==> src/rtl/adcr_pkg.sv <==
package adcr_pkg;

  typedef enum logic [1:0] {
    SY_IDLE  = 2'd0,
    SY_ARMED = 2'd1,
    SY_LOW   = 2'd2,
    SY_RUN   = 2'd3
  } sync_state_t;

  localparam int BURST_LEN = 8;
  localparam int SHORT_TRIM = 2;

  // Number of serial clocks in a frame for the given mode.
  function automatic int frame_len(input logic burst, input logic short_w, input int full_len);
    if (burst)
      return BURST_LEN;
    else if (short_w)
      return full_len - SHORT_TRIM;
    else
      return full_len;
  endfunction

  // Timer compare value: an interval of zero behaves as one period.
  function automatic int unsigned timer_limit(input int unsigned interval);
    return (interval == 0) ? 0 : interval - 1;
  endfunction

endpackage

==> src/rtl/adcr_sclk_gen.sv <==
module adcr_sclk_gen #(
  parameter int DIV_W = 8
) (
  input  logic             clk,
  input  logic             rst,
  input  logic [DIV_W-1:0] div,
  output logic             ph,
  output logic             rise_ev,
  output logic             fall_ev
);
  logic [DIV_W-1:0] cnt_q;
  logic             ph_q;
  logic             wrap;

  assign wrap    = (cnt_q >= div);
  assign rise_ev = wrap & ~ph_q;
  assign fall_ev = wrap & ph_q;
  assign ph      = ph_q;

  always_ff @(posedge clk) begin
    if (rst) begin
      cnt_q <= '0;
      ph_q  <= 1'b1;
    end else if (wrap) begin
      cnt_q <= '0;
      ph_q  <= ~ph_q;
    end else begin
      cnt_q <= cnt_q + 1'b1;
    end
  end
endmodule

==> src/rtl/adcr_interval_timer.sv <==
module adcr_interval_timer #(
  parameter int TMR_W = 16
) (
  input  logic             clk,
  input  logic             rst,
  input  logic             enable,
  input  logic             rise_ev,
  input  logic [TMR_W-1:0] interval,
  output logic             tick
);
  logic [TMR_W-1:0] tcnt_q;
  logic [TMR_W-1:0] lim;
  logic             hit;

  assign lim  = TMR_W'(adcr_pkg::timer_limit(32'(interval)));
  assign hit  = (tcnt_q >= lim);
  assign tick = enable & rise_ev & hit;

  always_ff @(posedge clk) begin
    if (rst || !enable)
      tcnt_q <= '0;
    else if (rise_ev)
      tcnt_q <= hit ? '0 : tcnt_q + 1'b1;
  end
endmodule

==> src/rtl/adcr_frame_ctrl.sv <==
module adcr_frame_ctrl
  import adcr_pkg::*;
#(
  parameter int DATA_W = 16
) (
  input  logic clk,
  input  logic rst,
  input  logic tick,
  input  logic rise_ev,
  input  logic fall_ev,
  input  logic short_word,
  input  logic pd_req,
  output logic cs_n,
  output logic start_ev,
  output logic shift_ev,
  output logic load_ev,
  output logic valid,
  output logic overrun
);
  localparam int BCW = $clog2(DATA_W + 1);

  sync_state_t      state_q, state_d;
  logic [BCW-1:0]   bitcnt_q;
  logic [BCW-1:0]   len_q;
  logic [BCW-1:0]   len_d;
  logic             burst_q;
  logic             pd_pend_q;
  logic             cs_n_q;
  logic             valid_q;
  logic             overrun_q;
  logic             fin_ev;

  assign len_d    = BCW'(frame_len(pd_pend_q, short_word, DATA_W));
  assign start_ev = (state_q == SY_LOW) & rise_ev;
  assign fin_ev   = (state_q == SY_RUN) & rise_ev & (bitcnt_q == len_q);
  assign shift_ev = (state_q == SY_RUN) & fall_ev & (bitcnt_q != len_q);
  assign load_ev  = fin_ev & ~burst_q;

  always_comb begin
    state_d = state_q;
    case (state_q)
      SY_IDLE:  if (tick)    state_d = SY_ARMED;
      SY_ARMED: if (fall_ev) state_d = SY_LOW;
      SY_LOW:   if (rise_ev) state_d = SY_RUN;
      SY_RUN:   if (fin_ev)  state_d = SY_IDLE;
      default:               state_d = SY_IDLE;
    endcase
  end

  always_ff @(posedge clk) begin
    if (rst) begin
      state_q   <= SY_IDLE;
      bitcnt_q  <= '0;
      len_q     <= '0;
      burst_q   <= 1'b0;
      pd_pend_q <= 1'b0;
      cs_n_q    <= 1'b1;
      valid_q   <= 1'b0;
      overrun_q <= 1'b0;
    end else begin
      state_q <= state_d;
      valid_q <= load_ev;
      if (tick && state_q != SY_IDLE)
        overrun_q <= 1'b1;
      if (start_ev)
        pd_pend_q <= pd_req;
      else if (pd_req)
        pd_pend_q <= 1'b1;
      if (start_ev) begin
        cs_n_q   <= 1'b0;
        bitcnt_q <= '0;
        len_q    <= len_d;
        burst_q  <= pd_pend_q;
      end else if (fin_ev) begin
        cs_n_q <= 1'b1;
      end else if (shift_ev) begin
        bitcnt_q <= bitcnt_q + 1'b1;
      end
    end
  end

  assign cs_n    = cs_n_q;
  assign valid   = valid_q;
  assign overrun = overrun_q;
endmodule

==> src/rtl/adcr_lane_shift.sv <==
module adcr_lane_shift #(
  parameter int DATA_W = 16
) (
  input  logic              clk,
  input  logic              rst,
  input  logic              clear,
  input  logic              shift,
  input  logic              load,
  input  logic              din,
  output logic [DATA_W-1:0] res
);
  logic [DATA_W-1:0] sr_q;
  logic [DATA_W-1:0] res_q;

  always_ff @(posedge clk) begin
    if (rst) begin
      sr_q  <= '0;
      res_q <= '0;
    end else begin
      if (clear)
        sr_q <= '0;
      else if (shift)
        sr_q <= {sr_q[DATA_W-2:0], din};
      if (load)
        res_q <= sr_q;
    end
  end

  assign res = res_q;
endmodule

==> src/rtl/dual_adc_reader.sv <==
module dual_adc_reader #(
  parameter int DIV_W  = 8,
  parameter int TMR_W  = 16,
  parameter int DATA_W = 16
) (
  input  logic              clk,
  input  logic              rst,
  input  logic              enable,
  input  logic [DIV_W-1:0]  cfg_div,
  input  logic [TMR_W-1:0]  cfg_interval,
  input  logic              short_word,
  input  logic              pd_req,
  input  logic              din_a,
  input  logic              din_b,
  output logic              sclk,
  output logic              cs_n,
  output logic [DATA_W-1:0] res_a,
  output logic [DATA_W-1:0] res_b,
  output logic              res_valid,
  output logic              overrun
);
  localparam int LANES = 2;

  logic ph_w;
  logic rise_w;
  logic fall_w;
  logic tick_w;
  logic start_w;
  logic shift_w;
  logic load_w;
  logic cs_n_w;

  logic [LANES-1:0]  din_vec;
  logic [DATA_W-1:0] res_arr [LANES];

  adcr_sclk_gen #(.DIV_W(DIV_W)) u_sclk (
    .clk(clk), .rst(rst), .div(cfg_div),
    .ph(ph_w), .rise_ev(rise_w), .fall_ev(fall_w)
  );

  adcr_interval_timer #(.TMR_W(TMR_W)) u_timer (
    .clk(clk), .rst(rst), .enable(enable), .rise_ev(rise_w),
    .interval(cfg_interval), .tick(tick_w)
  );

  adcr_frame_ctrl #(.DATA_W(DATA_W)) u_ctrl (
    .clk(clk), .rst(rst), .tick(tick_w), .rise_ev(rise_w), .fall_ev(fall_w),
    .short_word(short_word), .pd_req(pd_req), .cs_n(cs_n_w),
    .start_ev(start_w), .shift_ev(shift_w), .load_ev(load_w),
    .valid(res_valid), .overrun(overrun)
  );

  assign din_vec = {din_b, din_a};

  for (genvar g = 0; g < LANES; g++) begin : g_lane
    adcr_lane_shift #(.DATA_W(DATA_W)) u_lane (
      .clk(clk), .rst(rst), .clear(start_w), .shift(shift_w),
      .load(load_w), .din(din_vec[g]), .res(res_arr[g])
    );
  end

  assign res_a = res_arr[0];
  assign res_b = res_arr[1];
  assign cs_n  = cs_n_w;
  assign sclk  = cs_n_w | ph_w;
endmodule

==> config.mk <==
export PLATFORM = sky130hd
export DESIGN_NAME = dual_adc_reader
export DESIGN_NICKNAME = d
export VERILOG_FILES = /design/src/rtl/adcr_pkg.sv /design/src/rtl/adcr_sclk_gen.sv /design/src/rtl/adcr_interval_timer.sv /design/src/rtl/adcr_frame_ctrl.sv /design/src/rtl/adcr_lane_shift.sv /design/src/rtl/dual_adc_reader.sv
export SDC_FILE = /design/constraint.sdc
export NUM_CORES = 1
export LEC_CHECK = 0
export BUFFER_PORTS_ARGS = -buffer_cell sky130_fd_sc_hd__buf_4
export CAP_MARGIN = 20
export CORE_UTILIZATION = 52
export CTS_CLUSTER_DIAMETER = 50
export DETAILED_ROUTE_END_ITERATION = 7
export GPL_TIMING_DRIVEN = 0
export PLACE_DENSITY = 0.82
export SYNTH_ARGS = -nofsm -noshare
export SYNTH_HDL_FRONTEND = slang
export SYNTH_SLANG_ARGS = --single-unit
==> constraint.sdc <==
create_clock -name clk -period 4.2 [get_ports clk]
set_clock_uncertainty 0.05 [all_clocks]
set_input_delay 0.21 -clock clk [delete_from_list [all_inputs] [get_ports clk]]
set_output_delay 0.21 -clock clk [all_outputs]
set_load 0.1 [all_outputs]
## Word-level counts from Yosys, hierarchy flattened

Index checks and enable logic that the tools add are counted.

- Bits in registers: 106
- Output and inout bits: 36
- Logic and storage cells: 69

- Add/subtract/negate cells: 4
- $lt $le $gt $ge: 2
- Eq/ne operators: 9
- Multiplexer cells: 13
- Bitwise gates (word level): 14
- Reductions and logical operators: 12

Operators with widths:

| kind | count |
|---|---|
| two-way mux 16 bit | 2 |
| adder 16 x 1 -> 16 bit, second input constant | 1 |
| >= comparator 16 bit | 1 |
| zero test 16 bit | 1 |
| subtractor 16 x 1 -> 16 bit, second input constant | 1 |
| AND 1 bit | 10 |
| two-way mux 5 bit | 2 |
| adder 8 x 1 -> 8 bit, second input constant | 1 |
| >= comparator 8 bit | 1 |
| two-way mux 2 bit | 4 |
| inequality test 2 x 1 -> 1 bit, second input constant | 4 |
| case mux 2 bit (4 select lines) | 1 |
| nonzero test 2 bit | 3 |
| adder 5 x 1 -> 5 bit, second input constant | 1 |
| equality test 5 bit | 1 |
| inequality test 5 bit | 1 |
| equality test 2 bit, second input constant | 2 |
| two-way mux 1 bit | 4 |
| AND reduction 4 bit | 1 |
| OR reduction 2 bit | 2 |
| inverter 1 bit | 3 |
| equality test 2 x 1 -> 1 bit, second input constant | 1 |
| zero test 2 bit | 1 |
| AND reduction 2 bit | 1 |
| 4 further kinds | 4 |

## Depth between registers and ports, before layout

Gate-level depths: netlist of run 1.

- Depth in word-level cells: 6
- Gate-level depth with buffers: 14
- Gate-level depth less buffers: 13

## Modules after synthesis

Synthesis of run 1 repeated with hierarchy kept, for this count alone.

- Cell total of the unflattened synthesis: 558
- Area, all modules: 5158.7 um^2

By module, submodules not included:

| module | times used | cells each | area an instance (um^2) | seq. area each (um^2) |
|---|---|---|---|---|
| adcr_lane_shift | 2 | 105 | 1158.6 | 640.6 |
| adcr_interval_timer | 1 | 184 | 1398.8 | 320.3 |
| adcr_frame_ctrl | 1 | 92 | 792.0 | 300.3 |
| adcr_sclk_gen | 1 | 71 | 644.4 | 180.2 |
| dual_adc_reader | 1 | 1 | 6.3 | 0.0 |

## Worst setup path before layout of run 1

No wires, ideal clock.

- Path kind: input -> register
- Start: input port cfg_interval[9]
- End: register u_timer.tcnt_q[11]
- Setup time: 0.128 ns
- Data arrival time: 3.779 ns
- Data required time: 4.022 ns
- Setup slack: 0.243 ns
- Stages: 13
- Cell sequence: or4_1 > or3_1 > or4_1 > nor3_1 > a21oi_1 > ha_1 > nand4_1 > or4_1 > o32a_1 > a211oi_1 > nand3b_1 > clkbuf_1 > nor2_1

- Cells in the longest elaborated chain, start to end: 4

RTL lines:

| item | line | text |
|---|---|---|
| from (decl) | dual_adc_reader.sv:10 | `input logic [TMR_W-1:0] cfg_interval,` |
| subtractor 16 x 1 -> 16 bit or zero test 16 bit (tied branches) | adcr_pkg.sv:25 | `return (interval == 0) ? 0 : interval - 1;` |
| two-way mux 16 bit * | adcr_pkg.sv:25 |  |
| >= comparator 16 bit * | adcr_interval_timer.sv:16 | `assign hit = (tcnt_q >= lim);` |
| two-way mux 16 bit * | adcr_interval_timer.sv:23 | `tcnt_q <= hit ? '0 : tcnt_q + 1'b1;` |
| to (signal assigned) | adcr_interval_timer.sv:23 |  |
| to (decl) | adcr_interval_timer.sv:11 | `logic [TMR_W-1:0] tcnt_q;` |

Mark *: on every way between the ends. The rest lies on a longest branch, timed or not.
A chain may end at the register's enable or synchronous reset.

## Worst setup path in the final report of run 1

- Start: input port cfg_interval[9]
- End: register u_timer.tcnt_q[8]

Same word-level chain as after synthesis.

==> results of run 1 <==
## worst max-delay path, stage by stage
cell,delay (ps)
buf_4,110
or4_1,550
or3_1,410
or4_1,510
nor3_1,150
a21oi_1,70
ha_1,290
nand4_1,150
or4_1,560
o32a_1,330
a211oi_1,210
nand3b_1,280
buf_4,230
nor2_1,60
## per-stage QoR
stage | power [mW] | cells | hold slack [ps]
5_1_grt | 1.81 | 800 | 39.7
3_5_place_dp | 1.11 | 781 | 376
3_3_place_gp | 1.11 | 781 | 368
4_1_cts | 1.75 | 798 | 27.4
6_report | 1.75 | 800 | 36.4
2_1_floorplan | 1.07 | 586 | 277
## metal layers
metal / global-route usage (%) / vias up / part of all wire, % / wire length (µm)
met5: 0 / - / 0 / 0
li1: - / 2190 / - / -
met4: 6.80 / 0 / 1.2 / 138
met2: 43.7 / 104 / 51 / 5660
met1: 28.4 / 2141 / 44 / 4900
met3: 4.60 / 13 / 4.3 / 480
## kinds of logic (layout without fill, tap and decap cells)
logic type      after synthesis  in the layout  synth area share [%]
buf+inv                      48            133                  4.13
compound gates              108            108                  12.1
flops                       104            104                  41.6
simple gates                222            222                  20.6
xor+xnor                     36             36                  6.30
mux                          35             35                  7.00
fa+ha+maj                    33             33                  8.25
## how the worst max path moves through the flow
stage / startpoint / depth (start not counted) / slack, ps / end
floorplan: cfg_interval[9] / 13 / 240 / u_timer.tcnt_q[11]$_SDFFE_PP0P_
global placement: cfg_interval[9] / 15 / -400 / u_timer.tcnt_q[6]$_SDFFE_PP0P_
detailed placement: cfg_interval[9] / 15 / -510 / u_timer.tcnt_q[8]$_SDFFE_PP0P_
CTS: cfg_interval[9] / 15 / 50 / u_timer.tcnt_q[8]$_SDFFE_PP0P_
global route: cfg_interval[9] / 14 / 20 / u_timer.tcnt_q[13]$_SDFFE_PP0P_
finish: cfg_interval[9] / 14 / 270 / u_timer.tcnt_q[8]$_SDFFE_PP0P_
## where the power goes
group          internal [mW]  switching [mW]  total, mW
Sequential             0.989         0.00450      0.993
Combinational         0.0446          0.0544     0.0990
Clock                  0.289           0.364      0.654
Total                   1.32           0.423       1.75
## cell usage after synthesis (4+ instances only)
cell type  instances  area share, %
a21oi_1           53            5.3
and3_1             6           0.75
clkbuf_1          22            1.7
dfxtp_1          104             42
ha_1              33            8.3
inv_1             19            1.4
mux2i_1           35            7.0
nand2_1           73            5.5
nand3_1           15            1.5
nand4_1           11            1.4
nor2_1            74            5.6
nor3_1            11            1.1
nor4_1             6           0.75
nor4b_1            5           0.88
o21a_1             4           0.60
o21ai_0           37            3.7
xnor2_1           18            3.2
xor2_1            18            3.2
## state kept, by name, summed over array words and instances, names as in the netlist, 2 cells and up
signal / cells
g_lane.u_lane.res: 32
g_lane.u_lane.sr_q: 32
u_ctrl.bitcnt_q: 5
u_ctrl.len_q: 3
u_ctrl.state_q: 2
u_sclk.cnt_q: 8
u_timer.tcnt_q: 16
## final cells by class
class / instances / area, µm²
sequential: 104 / 2080
multi-input combinational: 434 / 2730
inverter: 20 / 75.1
clock buffer: 9 / 124
buffer: 28 / 135
tap: 129 / 161
fill: 815 / 3370
timing repair buffer: 69 / 520
clock inverter: 7 / 86.3
## timing repair
action,CTS,global route
buffers inserted,0,2
resized for setup,1,6
endpoints found under the hold margin,1,0
setup endpoints to repair,10,10
hold buffers,1,0
==> impl_results.md, run 1 <==
- Outcome: finished clean
- 1st-iter DRT viols: roughly 230
- Worst setup path category: in2reg
- Unrepaired setup endpoints after global routing: false
- Hold path cells: 3
- IO Count: 67
- Vias in the first global route: roughly 4400
- Seq cells post-synth: 104
- PwrDens: between 200 and 300 mW/mm²
- Share of cells above drive strength 1: between 10 and 15%
- Most frequent cells in the layout: dfxtp_1, nor2_1, nand2_1
- Fmax: between 0.2 and 0.3 GHz
- Total number of vias: between 4000 and 5000
- ANT cells: 0
- Mapped Area: 0.00500 mm²
- Worst R2R Path Depth: 9
- PortBufs: 66
- Die X: 100 µm
- CTS tree: done
- Crit-path max FO: 10
- Final ANT Viol Nets: 0
- Finished layout cell area: between 0.005 and 0.006 mm²
- Asr flop ratio synth: 0%
- GR Overflow Total: 0
- Synth-to-layout area growth: 18.2%
- Initial antenna violation count: 0
- Peak VDD IR: ~0.00023 V
- Die area: approximately 0.01 mm²
- R2r setup slk: 1070 ps
- Via-per-instance ratio: ~5.6
- FF-to-FF End: u_ctrl.bitcnt_q[2]$_SDFFE_PP0P_
- DP HPWL: roughly 8.4 mm
- Post-synth EDFFs: 0
- Syn. warnings: 0
- Layout Utilization: a little under two thirds
- Most used flip-flop cell after synthesis: dfxtp_1
- Fin nets: 730
- Hold_sp: din_b
- Die Ht: between 100 and 150 µm
- Reg clk slew, reported paths: 100 ps
- Fin crit share: ~93%
- Hold Crit Endpoint: g_lane[1].u_lane.sr_q[0]$_SDFFE_PP0P_
- # H-tree levels: 3
- Longest Clk Path Bufs: 2
- Leak: approximately 2.3 nW
- Core ar.: 0.00928 mm²
- DRC: 0
- Largest net degree at the start of global routing: 20
- WP data arrival: 4150 ps
- CTS Buf Count: 9
- Worst Hold Class: in2reg
- Setup crit end kind: flop
- Max Cap Viol: 0
- Commonest non-fill, non-tap cell in the layout: dfxtp_1
- Worst Path Required: between 4000 and 5000 ps
- Mapped Avg Cell Area: 8.54 µm²
- DP Area: around 0.0057 mm²
- First-pass detailed-route iteration total: 5
- Final count of pins violating max slew: 0
- Final TNS setup: 0 ps
- TritonCTS Sinks: roughly 100
- Wire per inst: ~14 µm
- Final wirelength: between 10 and 15 mm
- Site row count: 35
- First-pass GRT wire length: roughly 19 mm
- Fin crit period: 3930 ps
- Worst reg2reg path startpoint: u_sclk.cnt_q[0]$_SDFF_PP0_
- Worst setup margin: approximately 270 ps
- Critical Path Start Type: input port
- Clock latency at the later pin of the worst-skew pair: approximately 370 ps
- RePlAce Congestion: between 0.8 and 0.9
- Placement Setup Slack: -508 ps
- Slew @ Worst Pin: roughly 690 ps
- Sequential element share of the synthesized area: between 40% and 50%
- Initial Utilization: a little over half
- Cells after Synth: between 500 and 600
- Total GRT Usage: a little under a quarter
- Rel. slew slack: between 50% and 60%
- Yosys cell types: 40
- Syn nets: between 600 and 700
- Final Hold Fails: 0
- Setup violations, final: 0
- Root cell of the clock tree: clkbuf_8
No activity file was read; power rests on OpenSTA's default activity.
==> run 2, diff against run 1 <==
--- a/config.mk
+++ b/config.mk
@@ -7,6 +7,7 @@
 export LEC_CHECK = 0
 export BUFFER_PORTS_ARGS = -buffer_cell sky130_fd_sc_hd__buf_4
 export CAP_MARGIN = 20
+export CORE_MARGIN = 2
 export CORE_UTILIZATION = 52
 export CTS_CLUSTER_DIAMETER = 50
 export DETAILED_ROUTE_END_ITERATION = 7
@@ -14,4 +15,5 @@
 export PLACE_DENSITY = 0.82
 export SYNTH_ARGS = -nofsm -noshare
 export SYNTH_HDL_FRONTEND = slang
+export SYNTH_HIERARCHICAL = 1
 export SYNTH_SLANG_ARGS = --single-unit
==> run 2 against run 1 <==
Wire length is 13% lower; maximum frequency grew 15%; count of clock-buffer cells in the layout rose by 1; combinational power up 20%; clock power fell by 11%; critical endpoint is now u_ctrl/state_q[1]$_SDFFE_PP0P_.
==> impl_results.md, run 2 <==
- Via-per-instance ratio: about 5.2
- Total number of vias: roughly 4000
- Setup crit end kind: flop
- Worst Path Required: 4410 ps
- CTS tree: done
- GR Overflow Total: 0
- First-pass detailed-route iteration total: 4
- Unrepaired setup endpoints after global routing: false
- Fin crit share: 81.3%
- Filler cells: 827
- Hold_ws: 39.8 ps
- Syn. warnings: 6
- Core ar.: roughly 0.0097 mm²
- Clock latency at the later pin of the worst-skew pair: roughly 360 ps
- Synth top cells by count: dfxtp_1, nor2_1, mux2i_1, nand2_1, ha_1
- Max Cap Viol: 0
- Setup bufs post-CTS: 0
- PwrDens: 283 mW/mm²
- Worst reg2reg path startpoint: u_sclk/cnt_q[0]$_SDFF_PP0_
- RePlAce Congestion: 0.837
- Share of cells above drive strength 1: 17.2%
- Worst setup path category: in2reg
- CTS Buf Count: 9
- WP data arrival: roughly 3600 ps
- Most used flip-flop cell after synthesis: dfxtp_1
- Initial Utilization: 53.3%
- DRC: 0
- Crit-path max FO: 7
- IO Count: 67
- Leak: ~2.4 nW
- Die area: 0.0107 mm²
- Synth-to-layout area growth: 16.4%
- Yosys cell types: 52
- Seq cells post-synth: 104
- Die Ht: about 100 µm
- Mapped Area: 0.00516 mm²
- Final count of pins violating max slew: 0
- Final TNS setup: 0 ps
- Asr flop ratio synth: 0%
- Fin cells: between 700 and 800
- Root cell of the clock tree: clkbuf_8
- Fmax: roughly 0.3 GHz
- Placed Instances: around 760
- CP endpoint: u_ctrl/state_q[1]$_SDFFE_PP0P_
- First-pass GRT wire length: 17.0 mm
- Wire per inst: ~13 µm
- Final Hold Fails: 0
- Post-cts gate resize count: 0
- Site row count: 36
- Rel. slew slack: 55.8%
- DP HPWL: around 7.6 mm
- Setup violations, final: 0
- Commonest non-fill, non-tap cell in the layout: dfxtp_1
- Slew @ Worst Pin: 657 ps
- PortBufs: 66
- Worst R2R Path Depth: 12
- Sequential element share of the synthesized area: 40.4%
- Fin nets: between 600 and 700
- Cells after Synth: 558
- Outcome: finished clean
- Final ANT Viol Nets: 0
- Fin crit period: between 3000 and 4000 ps
- Critical Path Start Type: input port
- Most numerous cell in the Yosys netlist: dfxtp_1
- R2r setup slk: ~1000 ps
- Worst Setup SP: cfg_interval[5]
- Syn nets: around 620
- Worst Hold Class: in2reg
- Initial antenna violation count: 0
- FF-to-FF End: u_ctrl/state_q[1]$_SDFFE_PP0P_
- Die X: slightly above 100 µm
- CTS Hold Bufs: 0
- Most frequent cells in the layout: dfxtp_1, nor2_1, buf_4
- Final wirelength: between 9 and 10 mm
- TritonCTS Sinks: 104
- Reg clk slew, reported paths: ~100 ps
- 1st-iter DRT viols: between 70 and 80
- Largest net degree at the start of global routing: 20
- Synth top area share: between 40% and 50%
- Post-synth top area cell: dfxtp_1
- Longest Clk Path Bufs: 2
- Post-synth EDFFs: 0
- Top cells by area, synth: dfxtp_1, mux2i_1, ha_1, nor2_1, nand2_1
- Mapped Avg Cell Area: around 9.2 µm²
- Peak VDD IR: approximately 0.00016 V
- Total GRT Usage: around a fifth
- ANT cells: 0
- # H-tree levels: 3
- Vias in the first global route: just under 4000
## run 2: changes by cell type in the layout (fill, tap and decap cells not counted), moves of 5 or more
cell / previous run / this run
nor4b_1: 5 / 0
buf_6: 3 / 9
nand3_1: 15 / 6
a21oi_1: 53 / 18
nor2_1: 74 / 103
nand2_1: 73 / 50
nand2b_1: 3 / 13
nor3_1: 11 / 20
mux2i_1: 35 / 69
clkbuf_1: 21 / 7
o21ai_0: 37 / 6
## run 2: worst min-delay path by stage
stage,from,to,cells past startpoint
global placement,pd_req,u_ctrl/pd_pend_q$_SDFFE_PP0P_,3
CTS,din_b,g_lane[1].u_lane/sr_q[0]$_SDFFE_PP0P_,3
floorplan,pd_req,u_ctrl/pd_pend_q$_SDFFE_PP0P_,2
detailed placement,u_ctrl/burst_q$_SDFFE_PP0P_,u_ctrl/valid$_SDFF_PP0_,1
global route,din_b,g_lane[1].u_lane/sr_q[0]$_SDFFE_PP0P_,3
finish,din_b,g_lane[1].u_lane/sr_q[0]$_SDFFE_PP0P_,3
## run 2: cell type report
cell class	instances	area (µm²)	area share, %
buffer	21	164	2.73
tap	133	166	2.77
clock buffer	10	128	2.12
timing repair buffer	66	495	8.25
clock inverter	6	57.6	0.958
inverter	18	67.6	1.13
multi-input combinational	415	2850	47.4
sequential	104	2080	34.7
## run 2: metal layers
layer	vias up	GRT usage (%)	wire, µm
met3	12	4.28	270
li1	2051	-	-
met5	-	0	0
met4	0	4.92	93
met1	1867	21.6	4390
met2	56	34.7	4990
## run 2: critical path, stage by stage
cell      delay (ps)
buf_4            110
nor4_1           590
nand4_1          360
and2_1           270
ha_1             260
nand2b_1         140
a2111o_1         410
a41oi_2          170
nand3_1          150
and3_1           230
nand2b_1         160
and2_1           160
a22o_1           240
mux2i_1          130
## run 2: kinds of logic after synthesis
kind of cell	Yosys count	share of synthesized area (%)
compound gates	46	6.86
flops	104	40.4
buf+inv	39	4.49
mux	69	13.4
simple gates	235	21.5
fa+ha+maj	33	8.00
xor+xnor	32	5.43
## run 2: per-stage QoR
step	util [%]	power, mW	setup WS [ps]	instance area [µm²]
detailed placement	60.1	1.14	389	5820
finish	62.0	1.70	786	6010
global route	62.0	1.78	579	6010
floorplan	-	1.09	873	5160
global placement	60.1	1.13	475	5820
CTS	62.0	1.72	793	6010
## run 2: power by group
part	internal (mW)	switching [mW]
combinational	0.0583	0.0604
clock	0.232	0.352
sequential	0.990	0.00501
==> run 3, diff against run 2 <==
==> constraint.sdc (replaced) <==
create_clock -name clk -period 2.9 [get_ports clk]
set_clock_uncertainty 0.05 [all_clocks]
set_input_delay 0.145 -clock clk [delete_from_list [all_inputs] [get_ports clk]]
set_output_delay 0.145 -clock clk [all_outputs]
set_load 0.1 [all_outputs]
==> run 3 against run 2 <==
The run now ends with negative setup slack left; sequential share of layout area is 1.8 points lower; register-to-register slack worse by 890 ps; first-iteration DRC count is 72% higher; die area stayed put; count of clock-buffer cells in the layout stayed put; largest power group unchanged.
==> impl_results.md, run 3 (same netlist as run 2, synthesis figures left out) <==
- Outcome: finished with violations
- Violated checks: negative setup slack
- PortBufs: between 60 and 70
- RePlAce Congestion: 0.812
- GR Overflow Total: 0
- Met1 usage: between 20% and 30%
- Worst path max stage delay: 400 ps
- Final count of pins violating max slew: 0
- TritonCTS Sinks: ~100
- Via-per-instance ratio: around 5.3
- Total number of vias: around 4200
- Fmax: 0.330 GHz
- Multi-input logic area: around 0.003 mm²
- Unrepaired setup endpoints after global routing: true
- Synth-to-layout area growth: 22.8%
- Crit-path slowest cell: or3_4
- M2 GR Usage: a little over a third
- CTS Buf Count: 9
- DP HPWL: 7.69 mm
- GRT busiest layer: met2
- Final TNS setup: -248 ps
- Hold path cells: 3
- Filler cells: 783
- Site row count: 36
- Initial Utilization: between 50 and 60%
- Initial antenna violation count: 0
- Wire per inst: 13.6 µm
- Clock latency at the later pin of the worst-skew pair: around 360 ps
- Peak VDD IR: between 0.0002 and 0.00025 V
- Placed Instances: about 760
- Reg clk slew, reported paths: roughly 100 ps
- Die area: approximately 0.011 mm²
- Placement Setup Slack: -696 ps
- Rel. slew slack: about two thirds
- CTS tree: done
- Longest Clk Path Bufs: 2
- CP Cell Sequence: buf_6 -> or3_4 -> nor3_4 -> nand4_1 -> and2_1 -> ha_1 -> nand2b_1 -> a2111o_1 -> a41oi_2 -> nand3_2 -> and3_4 -> nand2b_4 -> and2_4 -> a22o_4 -> mux2i_1
- Global Route met3 Usage: under 10%
- ANT cells: 0
- Slew @ Worst Pin: about 480 ps
- Worst R2R Path Depth: 12
- PwrDens: slightly above 400 mW/mm²
- Commonest non-fill, non-tap cell in the layout: dfxtp_1
- Worst Hold Class: in2reg
- Total GRT Usage: between 10% and 20%
- Fin nets: around 700
- # H-tree levels: 3
- Core ar.: about 0.0097 mm²
- Final wirelength: approximately 11 mm
- 1st-iter DRT viols: about 130
- Max Cap Viol: 0
- Worst setup margin: -129 ps
- First-pass detailed-route iteration total: 4
- Final Hold Fails: 0
- Worst Path Required: about 3100 ps
- WP data arrival: around 3200 ps
- FF+latch area: 0.00208 mm²
- Die Ht: just over 100 µm
- Worst setup path category: in2reg
- Largest net degree at the start of global routing: 19
- Crit-path max FO: 6
- DRC: 0
- Setup violations, final: 3
- Hold_ws: around 71 ps
- Die X: 104 µm
- Leak: around 2.5 nW
- Fin cells: 789
- Setup crit end kind: flop
- Final ANT Viol Nets: 0
- Fin crit share: 104%
- Most frequent cells in the layout: dfxtp_1, nor2_1, buf_4
- Critical Path Start Type: input port
- IO Count: between 60 and 70
- First-pass GRT wire length: approximately 17 mm
- Vias in the first global route: roughly 4000
- Fin crit period: between 3000 and 4000 ps
- Root cell of the clock tree: clkbuf_8
- Share of cells above drive strength 1: a little under a quarter
-- run 3: worst paths after layout --
check	from	end	slack (ps)
max	cfg_interval[8]	u_ctrl/state_q[0]$_SDFFE_PP0P_	-130
min	short_word	u_ctrl/len_q[3]$_SDFFE_PP0P_	70
max reg2reg	u_sclk/cnt_q[0]$_SDFF_PP0_	u_ctrl/state_q[0]$_SDFFE_PP0P_	120
min reg2reg	u_ctrl/bitcnt_q[4]$_SDFFE_PP0P_	u_ctrl/bitcnt_q[4]$_SDFFE_PP0P_	440
-- run 3: timing repair --
| item | in CTS | in global routing |
|---|---|---|
| resized for setup | 13 | 22 |
| pin swaps | 12 | 8 |
| endpoints found under the setup margin | 59 | 57 |
| hold buffers | 3 | 0 |
| setup buffers | 5 | 8 |
| cloned | 0 | 1 |
| hold endpoints to repair | 3 | 0 |
-- run 3: area by class of cell --
| cell class | instances | share of cell area [%] |
|---|---|---|
| buffer | 20 | 2.65 |
| clock buffer | 10 | 2.02 |
| clock inverter | 6 | 1.21 |
| inverter | 18 | 1.07 |
| multi-input combinational | 415 | 47.2 |
| sequential | 104 | 32.9 |
| tap | 133 | 2.63 |
| timing repair buffer | 83 | 10.4 |
-- run 3: where the power goes --
| part | internal [mW] | switching (mW) |
|---|---|---|
| Combinational | 0.102 | 0.0994 |
| Clock | 0.413 | 0.499 |
| Sequential | 1.43 | 0.00875 |
-- run 3: critical path: cells and delay by family --
kind                       cells  cell delay (ps)
and+or+nand+nor                9             1820
AOI/OAI and AO/OA              3              780
adders and majority gates      1              260
muxes                          1              120
buffers and inverters          1               90
-- run 3: routing by layer --
| metal | part of all wire [%] | wire [µm] |
|---|---|---|
| met5 | 0 | 0 |
| met4 | 1.6 | 175 |
| met3 | 2.7 | 293 |
| met2 | 54 | 5750 |
| met1 | 42 | 4510 |
-- run 3: per-stage QoR --
step | utilization [%] | cell area, µm² | power (mW)
after floorplan | - | 5190 | 1.58
after global placement | 60.4 | 5850 | 1.64
after detailed placement | 60.4 | 5850 | 1.65
after CTS | 63.8 | 6180 | 2.56
after global routing | 65.4 | 6330 | 2.66
final | 65.4 | 6330 | 2.56
